==> config.mk <==
export PLATFORM = sky130hd
export DESIGN_NAME = cpow_power_stream
export DESIGN_NICKNAME = d
export VERILOG_FILES = /design/src/rtl/cpow_pkg.sv /design/src/rtl/cpow_squarer.sv /design/src/rtl/cpow_sum.sv /design/src/rtl/cpow_flow_ctl.sv /design/src/rtl/cpow_power_stream.sv
export SDC_FILE = /design/constraint.sdc
export NUM_CORES = 1
export LEC_CHECK = 0
export BUFFER_PORTS_ARGS = -buffer_cell sky130_fd_sc_hd__buf_2
export CAP_MARGIN = 25
export CORE_MARGIN = 3
export CORE_UTILIZATION = 57
export CTS_CLUSTER_SIZE = 40
export DETAILED_ROUTE_END_ITERATION = 8
export PLACE_DENSITY_LB_ADDON = 0.05
export SETUP_SLACK_MARGIN = 0.02
export SYNTH_ARGS = -nofsm -noshare
export SYNTH_HDL_FRONTEND = slang
export SYNTH_HIERARCHICAL = 1
export SYNTH_SLANG_ARGS = --single-unit
==> constraint.sdc <==
create_clock -name aclk -period 17.9 [get_ports aclk]
set_input_delay 1.79 -clock aclk [delete_from_list [all_inputs] [get_ports aclk]]
set_output_delay 1.79 -clock aclk [all_outputs]
set_load 0.02 [all_outputs]
==> src/rtl/cpow_pkg.sv <==
package cpow_pkg;

   localparam int unsigned CPOW_MAX_EXTRA = 4;

   typedef enum logic [0:0] {
      SQ_SIGNED_MUL = 1'b0,
      SQ_MAG_MUL    = 1'b1
   } sq_style_e;

   function automatic int unsigned cpow_latency(input int unsigned extra_regs);
      return 2 + extra_regs;
   endfunction

endpackage

==> src/rtl/cpow_squarer.sv <==
module cpow_squarer
   import cpow_pkg::*;
#(
   parameter int unsigned W        = 16,
   parameter sq_style_e   SQ_STYLE = SQ_SIGNED_MUL,
   localparam int unsigned PW      = 2 * W
)(
   input  logic          clk,
   input  logic          rst_n,
   input  logic          en,
   input  logic [W-1:0]  a,
   output logic [PW-1:0] sq
);

   logic [PW-1:0] prod;

   generate
      if (SQ_STYLE == SQ_SIGNED_MUL) begin : g_signed
         logic signed [PW-1:0] ax;
         always_comb begin
            ax   = $signed({{W{a[W-1]}}, a});
            prod = $unsigned(ax * ax);
         end
      end else begin : g_mag
         logic [W-1:0]  mag;
         logic [PW-1:0] mx;
         always_comb begin
            mag  = a[W-1] ? (~a + 1'b1) : a;
            mx   = {{W{1'b0}}, mag};
            prod = mx * mx;
         end
      end
   endgenerate

   always_ff @(posedge clk) begin
      if (!rst_n) begin
         sq <= '0;
      end else if (en) begin
         sq <= prod;
      end
   end

   // a square of a W-bit signed value never reaches the top product bit
   p_sq_top_clear_r2: assert property (@(posedge clk) disable iff (!rst_n)
      sq[PW-1] == 1'b0);

endmodule

==> src/rtl/cpow_sum.sv <==
module cpow_sum #(
   parameter int unsigned W          = 32,
   parameter int unsigned EXTRA_REGS = 0
)(
   input  logic         clk,
   input  logic         rst_n,
   input  logic         en,
   input  logic [W-1:0] a,
   input  logic [W-1:0] b,
   output logic [W-1:0] y
);

   localparam logic [W-1:0] BOUND = {1'b1, {(W-1){1'b0}}};

   logic [W-1:0] pipe [0:EXTRA_REGS];

   always_ff @(posedge clk) begin
      if (!rst_n) begin
         pipe[0] <= '0;
      end else if (en) begin
         pipe[0] <= a + b;
      end
   end

   generate
      for (genvar i = 1; i <= EXTRA_REGS; i++) begin : g_out_reg
         always_ff @(posedge clk) begin
            if (!rst_n) begin
               pipe[i] <= '0;
            end else if (en) begin
               pipe[i] <= pipe[i-1];
            end
         end
      end
   endgenerate

   assign y = pipe[EXTRA_REGS];

   // sum of two squares of signed halves never exceeds 2^(W-1)
   p_sum_bound_r2: assert property (@(posedge clk) disable iff (!rst_n)
      pipe[0] <= BOUND);

endmodule

==> src/rtl/cpow_flow_ctl.sv <==
module cpow_flow_ctl #(
   parameter int unsigned LAT = 2
)(
   input  logic clk,
   input  logic rst_n,
   input  logic in_valid,
   input  logic in_last,
   output logic in_ready,
   output logic adv,
   output logic out_valid,
   output logic out_last,
   input  logic out_ready
)
;
   logic [LAT-1:0] vld_sh;
   logic [LAT-1:0] lst_sh;

   assign adv       = !(vld_sh[LAT-1] && !out_ready);
   assign in_ready  = adv;
   assign out_valid = vld_sh[LAT-1];
   assign out_last  = lst_sh[LAT-1];

   always_ff @(posedge clk) begin
      if (!rst_n) begin
         vld_sh[0] <= 1'b0;
         lst_sh[0] <= 1'b0;
      end else if (adv) begin
         vld_sh[0] <= in_valid;
         lst_sh[0] <= in_valid & in_last;
      end
   end

   generate
      for (genvar i = 1; i < LAT; i++) begin : g_shadow
         always_ff @(posedge clk) begin
            if (!rst_n) begin
               vld_sh[i] <= 1'b0;
               lst_sh[i] <= 1'b0;
            end else if (adv) begin
               vld_sh[i] <= vld_sh[i-1];
               lst_sh[i] <= lst_sh[i-1];
            end
         end
      end
   endgenerate

   // an output beat only appears after its predecessor stage held a beat
   p_rise_from_prev_r7: assert property (@(posedge clk) disable iff (!rst_n)
      $rose(vld_sh[LAT-1]) |-> $past(vld_sh[LAT-2]));

   // frame end is never flagged on an empty output slot
   p_last_with_valid_r4: assert property (@(posedge clk) disable iff (!rst_n)
      out_last |-> out_valid);

endmodule

==> src/rtl/cpow_power_stream.sv <==
module cpow_power_stream
   import cpow_pkg::*;
#(
   parameter int unsigned COMP_W     = 16,
   parameter int unsigned EXTRA_REGS = 0,
   parameter sq_style_e   SQ_STYLE   = SQ_SIGNED_MUL,
   localparam int unsigned IN_W      = 2 * COMP_W,
   localparam int unsigned OUT_W     = 2 * COMP_W,
   localparam int unsigned LAT       = cpow_latency(EXTRA_REGS)
)(
   input  logic             aclk,
   input  logic             aresetn,
   input  logic             s_axis_tvalid,
   output logic             s_axis_tready,
   input  logic [IN_W-1:0]  s_axis_tdata,
   input  logic             s_axis_tlast,
   output logic             m_axis_tvalid,
   input  logic             m_axis_tready,
   output logic [OUT_W-1:0] m_axis_tdata,
   output logic             m_axis_tlast
);

   generate
      if (COMP_W < 2 || COMP_W > 32) begin : g_bad_width
         $error("cpow_power_stream: COMP_W must lie in 2..32");
      end
      if (EXTRA_REGS > CPOW_MAX_EXTRA) begin : g_bad_extra
         $error("cpow_power_stream: EXTRA_REGS exceeds the supported maximum");
      end
   endgenerate

   logic             adv;
   logic [OUT_W-1:0] sq_re;
   logic [OUT_W-1:0] sq_im;

   // real part in the low half, imaginary part in the high half
   logic [COMP_W-1:0] f_re;
   logic [COMP_W-1:0] f_im;
   assign f_re = s_axis_tdata[COMP_W-1:0];
   assign f_im = s_axis_tdata[IN_W-1:COMP_W];

   cpow_flow_ctl #(.LAT(LAT)) u_ctl (
      .clk       (aclk),
      .rst_n     (aresetn),
      .in_valid  (s_axis_tvalid),
      .in_last   (s_axis_tlast),
      .in_ready  (s_axis_tready),
      .adv       (adv),
      .out_valid (m_axis_tvalid),
      .out_last  (m_axis_tlast),
      .out_ready (m_axis_tready)
   );

   cpow_squarer #(.W(COMP_W), .SQ_STYLE(SQ_STYLE)) u_sq_re (
      .clk   (aclk),
      .rst_n (aresetn),
      .en    (adv),
      .a     (f_re),
      .sq    (sq_re)
   );

   cpow_squarer #(.W(COMP_W), .SQ_STYLE(SQ_STYLE)) u_sq_im (
      .clk   (aclk),
      .rst_n (aresetn),
      .en    (adv),
      .a     (f_im),
      .sq    (sq_im)
   );

   cpow_sum #(.W(OUT_W), .EXTRA_REGS(EXTRA_REGS)) u_sum (
      .clk   (aclk),
      .rst_n (aresetn),
      .en    (adv),
      .a     (sq_re),
      .b     (sq_im),
      .y     (m_axis_tdata)
   );

   // a held output beat keeps its value
   p_hold_out_r5: assert property (@(posedge aclk) disable iff (!aresetn)
      (m_axis_tvalid && !m_axis_tready) |=>
         (m_axis_tvalid && $stable(m_axis_tdata) && $stable(m_axis_tlast)));

   // no input accepted while the output is blocked
   p_stall_blocks_in_r6: assert property (@(posedge aclk) disable iff (!aresetn)
      (m_axis_tvalid && !m_axis_tready) |-> !s_axis_tready);

endmodule

==> results of run 1 <==
[stage by stage]
stage / util, % / hold WS (ps)
final: 60.9 / 464
after global routing: 60.9 / 482
after CTS: 60.9 / 467
after detailed placement: 60.2 / 455
after global placement: 60.2 / 445
after floorplan: - / 440
[synthesized netlist by cell type, drive strengths merged (12+ instances only)]
library cell,n,area (sq um)
a21boi,14,124
fa,467,9350
mux2i,38,380
clkbuf,73,310
dfxtp,66,1320
nor2b,55,352
nand3,30,155
a21o,35,265
nor2,101,379
xnor2,63,552
and2,95,596
ha,209,2620
inv,667,2510
nor3,25,125
o21a,24,180
xor2,29,254
nand2,203,762
and3,17,106
a31o,12,105
a21oi,81,413
o21ai,48,255
nand4,19,125
edfxtp,32,961
a211oi,14,115
[state kept, by name (all words and copies together), names as in the netlist]
signal           cells
u_ctl/lst_sh         1
u_sq_im/sq          31
u_ctl/out_last       1
u_ctl/vld_sh         1
u_sum/pipe          32
u_ctl/out_valid      1
u_sq_re/sq          31
[per-layer routing]
layer	up-vias	GRT usage (%)	part of all wire, %
li1	7902	-	-
met5	-	0	0.025
met1	8490	34.9	46
met4	2	4.53	1.6
met3	50	3.24	4.5
met2	355	39.5	48
[cell type report]
| class | instances | area share (%) |
|---|---|---|
| Inverter | 669 | 10.3 |
| Sequential cell | 98 | 9.31 |
| Tap cell | 525 | 2.68 |
| Timing Repair Buffer | 75 | 1.57 |
| Clock buffer | 10 | 0.934 |
| Clock inverter | 6 | 0.199 |
| Multi-Input combinational cell | 1718 | 75.1 |
[kinds of logic (layout without fill, tap and decap cells)]
| family | Yosys count | count (layout) | share of synthesized area [%] |
|---|---|---|---|
| compound gates | 311 | 311 | 9.52 |
| xor+xnor | 92 | 92 | 3.42 |
| fa+ha+maj | 676 | 676 | 50.7 |
| buf+inv | 754 | 760 | 12.3 |
| flops | 98 | 98 | 9.68 |
| mux | 38 | 38 | 1.61 |
| other cells | 2 | 2 | 0.0318 |
| simple gates | 599 | 599 | 12.7 |
[layout by cell type, fill, tap and decap left out, types with 32 or more instances in the layout]
cell and count:
inv_1 666, fa_1 467, ha_1 209, nand2_1 203, nor2_1 101, and2_1 94
a21oi_1 79, buf_2 71, dfxtp_1 66, xnor2_1 63, nor2b_1 54, o21ai_0 41
mux2i_1 38, a21o_1 33, edfxtp_1 32
[critical path: stages]
cell,delay (ps)
buf_2,280
inv_1,350
nor2_1,320
fa_1,600
fa_1,820
inv_1,150
fa_1,520
fa_1,570
fa_1,420
fa_1,490
inv_1,40
ha_1,340
and3_1,240
and3_1,190
a22oi_1,80
a311oi_1,400
nor4_2,80
nor3_1,270
a21oi_1,80
o311ai_0,300
[path summary, 6_finish.rpt]
kind              slack [ps]  depth (start not counted)                end             start
setup / recovery        9800                         20     u_sq_im/sq[31]  s_axis_tdata[31]
hold / removal           460                          2     u_ctl/out_last    u_ctl/out_last
setup reg to reg       15070                          7  u_sum/pipe[0][23]    u_sq_im/sq[16]
hold reg to reg          460                          2     u_ctl/out_last    u_ctl/out_last
==> results.yml, run 1 <==
layout:
  area_growth_pct: 3.95
  final_nets: 3284
  stdcell_count: 3101
  fin_area_sq_um: 24500
  seqCellArea_sq_um: 2280
  diodes: 0
  fill_cells: 3615
  multi_input_area_sq_um: 18400
  drive_gt1_share_pct: 5.55
place:
  io_buffers: 71
  post-place-cells: 3085
  postPlaceCellArea_sq_um: 24200
  gp_congestion: 0.910
  pre_cts_slack_ps: 9470
  hpwlAfterDp_mm: 43.4
synthesis:
  synthFlopType: "dfxtp_1"
  synth-edff-count: 32
  synth.yosys.seq_area_share_pct: 9.68
  syn_nets: 3283
  syn_area_per_cell_sq_um: 9.18
  async_flop_share_pct: 0
  syn_area_sq_um: 23600
  synth_cell_types: 92
  synth_cells: 2570
  yosys_register_bits: 98
  yosysWarnings: 6
detailed_routing:
  via_per_inst: 5.42
  drc: 0
  wl_per_cell_microns: 16.5
  drt_iter0_drc: 830
  postRouteAntennaNets: 0
  vias: 16799
  first_pass_iters: 5
  drt-total-wl_mm: 51.2
timing:
  hold_viol_final: 0
  fin_crit_sh_pct: 45.3
  slew_headroom_pct: 39.3
  tightest_slew_ps: 888
  clock-skew-final_ps: 11.5
  finalSetupViolCount: 0
  finalWorstSetupSlack_ps: 9800
  max_freq_ghz: 0.123
  fin_setup_tns_ps: 0
  rsz0062_at_grt: "no"
  maxSlewViolCount: 0
  fin_crit_ps: 8100
clock_network:
  cts_root_buf: "clkbuf_16"
  hold_buffers: 0
  clk_latency_ps: 340
  cts_made_buffers: 9
  cts_resized: 0
  clockBufferDepth: 2
  clk_pin_slew_ps: 70
  clock_sinks: 98
  cts_tree: "done"
  h-tree-depth: 3
  post_cts_buffers: 0
die:
  io_pins: 72
  dieWidth_microns: 209
  die-area_sq_um: 43900
  coreArea_sq_um: 40300
  die_y_microns: 209
  start_util_pct: 58.5
  rows: 73
outcome:
  status: "finished, final reports clean"
critical_path:
  worst-path-max-fanout: 18
  arrival_ps: 8340
  required_ps: 18130
  worstSetupPathType: "in2reg"
  crit_path_end_kind: "flip-flop"
  start_kind: "primary input"
grt:
  grt_pass1_vias: 17641
  overflow: 0
  antenna_found_initial: 1
  track_usage_pct: 24.1
  grt_max_degree: 80
  grt_pass1_wl_mm: 87.0
flow_run:
  maxCapViolCount: 0
worst_hold_path:
  hp-class: "reg2reg"
Power of run 1 is left out: the tool's default activity adds up to more than one toggle a clock period on the data nets, which glitch-free logic cannot reach.
==> run 2, diff against run 1 <==
- clock period: 17.9 -> 6.6 ns (I/O delays scaled with it)
==> run 2 against run 1 <==
Global-route usage rose by 0.12 points. Wire length is 0.45% lower. Clock skew down 1.9 ps. Worst setup slack got worse by 9500 ps. Cell count increased by 2.9%. Critical path type unchanged. Highest routed layer is now met4.
==> results.yml, run 2 (same netlist as run 1, synthesis figures left out) <==
worst_hold_path:
  worstHoldStart: "u_ctl/vld_sh[0]"
  hp-class: "reg2reg"
  min_to: "u_ctl/vld_sh[0]"
  hold_depth: 2
detailed_routing:
  vias: 16955
  postRouteAntennaNets: 0
  via_per_inst: 5.32
  first_pass_iters: 5
  drt-total-wl_mm: 50.9
  drc: 0
  wl_per_cell_microns: 16.0
  drt_iter0_drc: 805
clock_network:
  clock_sinks: 98
  clk_latency_ps: 350
  cts_tree: "done"
  hold_buffers: 0
  clk_pin_slew_ps: 70
  clockBufferDepth: 2
  h-tree-depth: 3
  cts_made_buffers: 9
  cts_root_buf: "clkbuf_16"
layout:
  largest_register: "u_sum/pipe"
  most-common-layout-cells: "inv_1 (666), fa_1 (467), ha_1 (209)"
  reg_top3: "u_sum/pipe (32), u_sq_im/sq (31), u_sq_re/sq (31)"
  area_growth_pct: 7.05
  largest_reg_flops: 32
  drive_gt1_share_pct: 8.82
  final_nets: 3373
  layout_commonest_cell: "inv_1"
  diodes: 0
grt:
  grt_pass1_vias: 18056
  grt_pass1_wl_mm: 87.9
  grt_max_degree: 85
  track_usage_pct: 24.2
  overflow: 0
  antenna_found_initial: 0
critical_path:
  r2r-start: "u_sq_re/sq[5]"
  rrSetupSlack_ps: 3680
  worstSetupPathType: "in2reg"
  worst-path-max-fanout: 9
  reg2reg_to: "u_sum/pipe[0][29]"
  required_ps: 6840
  worstSetupStartpoint: "s_axis_tdata[19]"
  arrival_ps: 6510
  reg2reg_depth: 8
  crit_path_end_kind: "flip-flop"
  start_kind: "primary input"
timing:
  clock-skew-final_ps: 9.61
  slew_headroom_pct: 37.8
  finalSetupViolCount: 0
  fin_crit_sh_pct: 95.0
  fin_setup_tns_ps: 0
  fin_crit_ps: 6270
  maxSlewViolCount: 0
  hold_viol_final: 0
  tightest_slew_ps: 909
  max_freq_ghz: 0.160
  rsz0062_at_grt: "no"
die:
  coreArea_sq_um: 40300
  rows: 73
  dieWidth_microns: 209
  die-area_sq_um: 43900
  die_y_microns: 209
  start_util_pct: 58.5
  io_pins: 72
outcome:
  status: "finished, final reports clean"
place:
  io_buffers: 71
  hpwlAfterDp_mm: 44.9
  gp_congestion: 0.902
flow_run:
  maxCapViolCount: 0
run 2: cell types whose count changed in the layout (fill, tap and decap cells not counted), sizes merged:
cell and delta:
clkinv +1, buf +89, clkinvlp -2, bufinv +1
run 2: critical path, stage by stage:
cell and delay [ps]:
buf_2 180, buf_4 180, nand2_1 100, inv_1 70, fa_1 530, inv_1 50
fa_1 440, fa_1 550, inv_1 50, fa_1 480, fa_1 490, inv_1 50
fa_1 470, inv_1 40, ha_1 330, and3_1 210, and2_1 190, a311oi_2 380
a311oi_2 180, nor4_2 230, nor3b_1 120, o311a_1 310, a32o_1 210
run 2: routing by layer:
| metal | wire (microns) | GRT usage, % | vias up |
|---|---|---|---|
| li1 | - | - | 8089 |
| met1 | 24000 | 35.5 | 8533 |
| met2 | 24600 | 40.4 | 289 |
| met3 | 1680 | 2.11 | 44 |
| met4 | 680 | 3.97 | 0 |
| met5 | 0 | 0 | - |
run 2: how the worst max path moves through the flow:
stage | end | slack (ps) | cells after the start
2_1_floorplan | u_sq_im/sq[28] | 90 | 23
3_3_place_gp | u_sq_im/sq[29] | 50 | 23
3_5_place_dp | u_sq_im/sq[31] | -6 | 22
4_1_cts | u_sq_im/sq[29] | 380 | 23
5_1_grt | u_sq_re/sq[27] | 30 | 21
6_report | u_sq_im/sq[29] | 330 | 23
run 2: metrics by stage:
step                instances  util, %  setup slack [ps]  cell area (sq um)  hold slack (ps)
finish                   3190     62.7               333              25200              463
floorplan                2570        -              92.0              23600              440
global route             3190     62.7              26.7              25200              472
CTS                      3190     62.7               383              25200              463
detailed placement       3174     61.9             -6.28              24900              453
global placement         3174     61.9              53.1              24900              446
run 2: area by class of cell:
| class | instances | area (sq um) |
|---|---|---|
| Tap cell | 525 | 657 |
| Inverter | 669 | 2510 |
| Clock buffer | 10 | 239 |
| Multi-Input combinational cell | 1718 | 18400 |
| Sequential cell | 98 | 2280 |
| Clock inverter | 6 | 78.8 |
| Timing Repair Buffer | 164 | 1070 |
| Fill cell | 3506 | 15000 |
run 2: repair_timing:
| action | in CTS | in global routing |
|---|---|---|
| buffers inserted | 0 | 0 |
| resized for setup | 0 | 2 |
| endpoints found under the setup margin | 0 | 2 |
Power of run 2 is left out for the same reason.
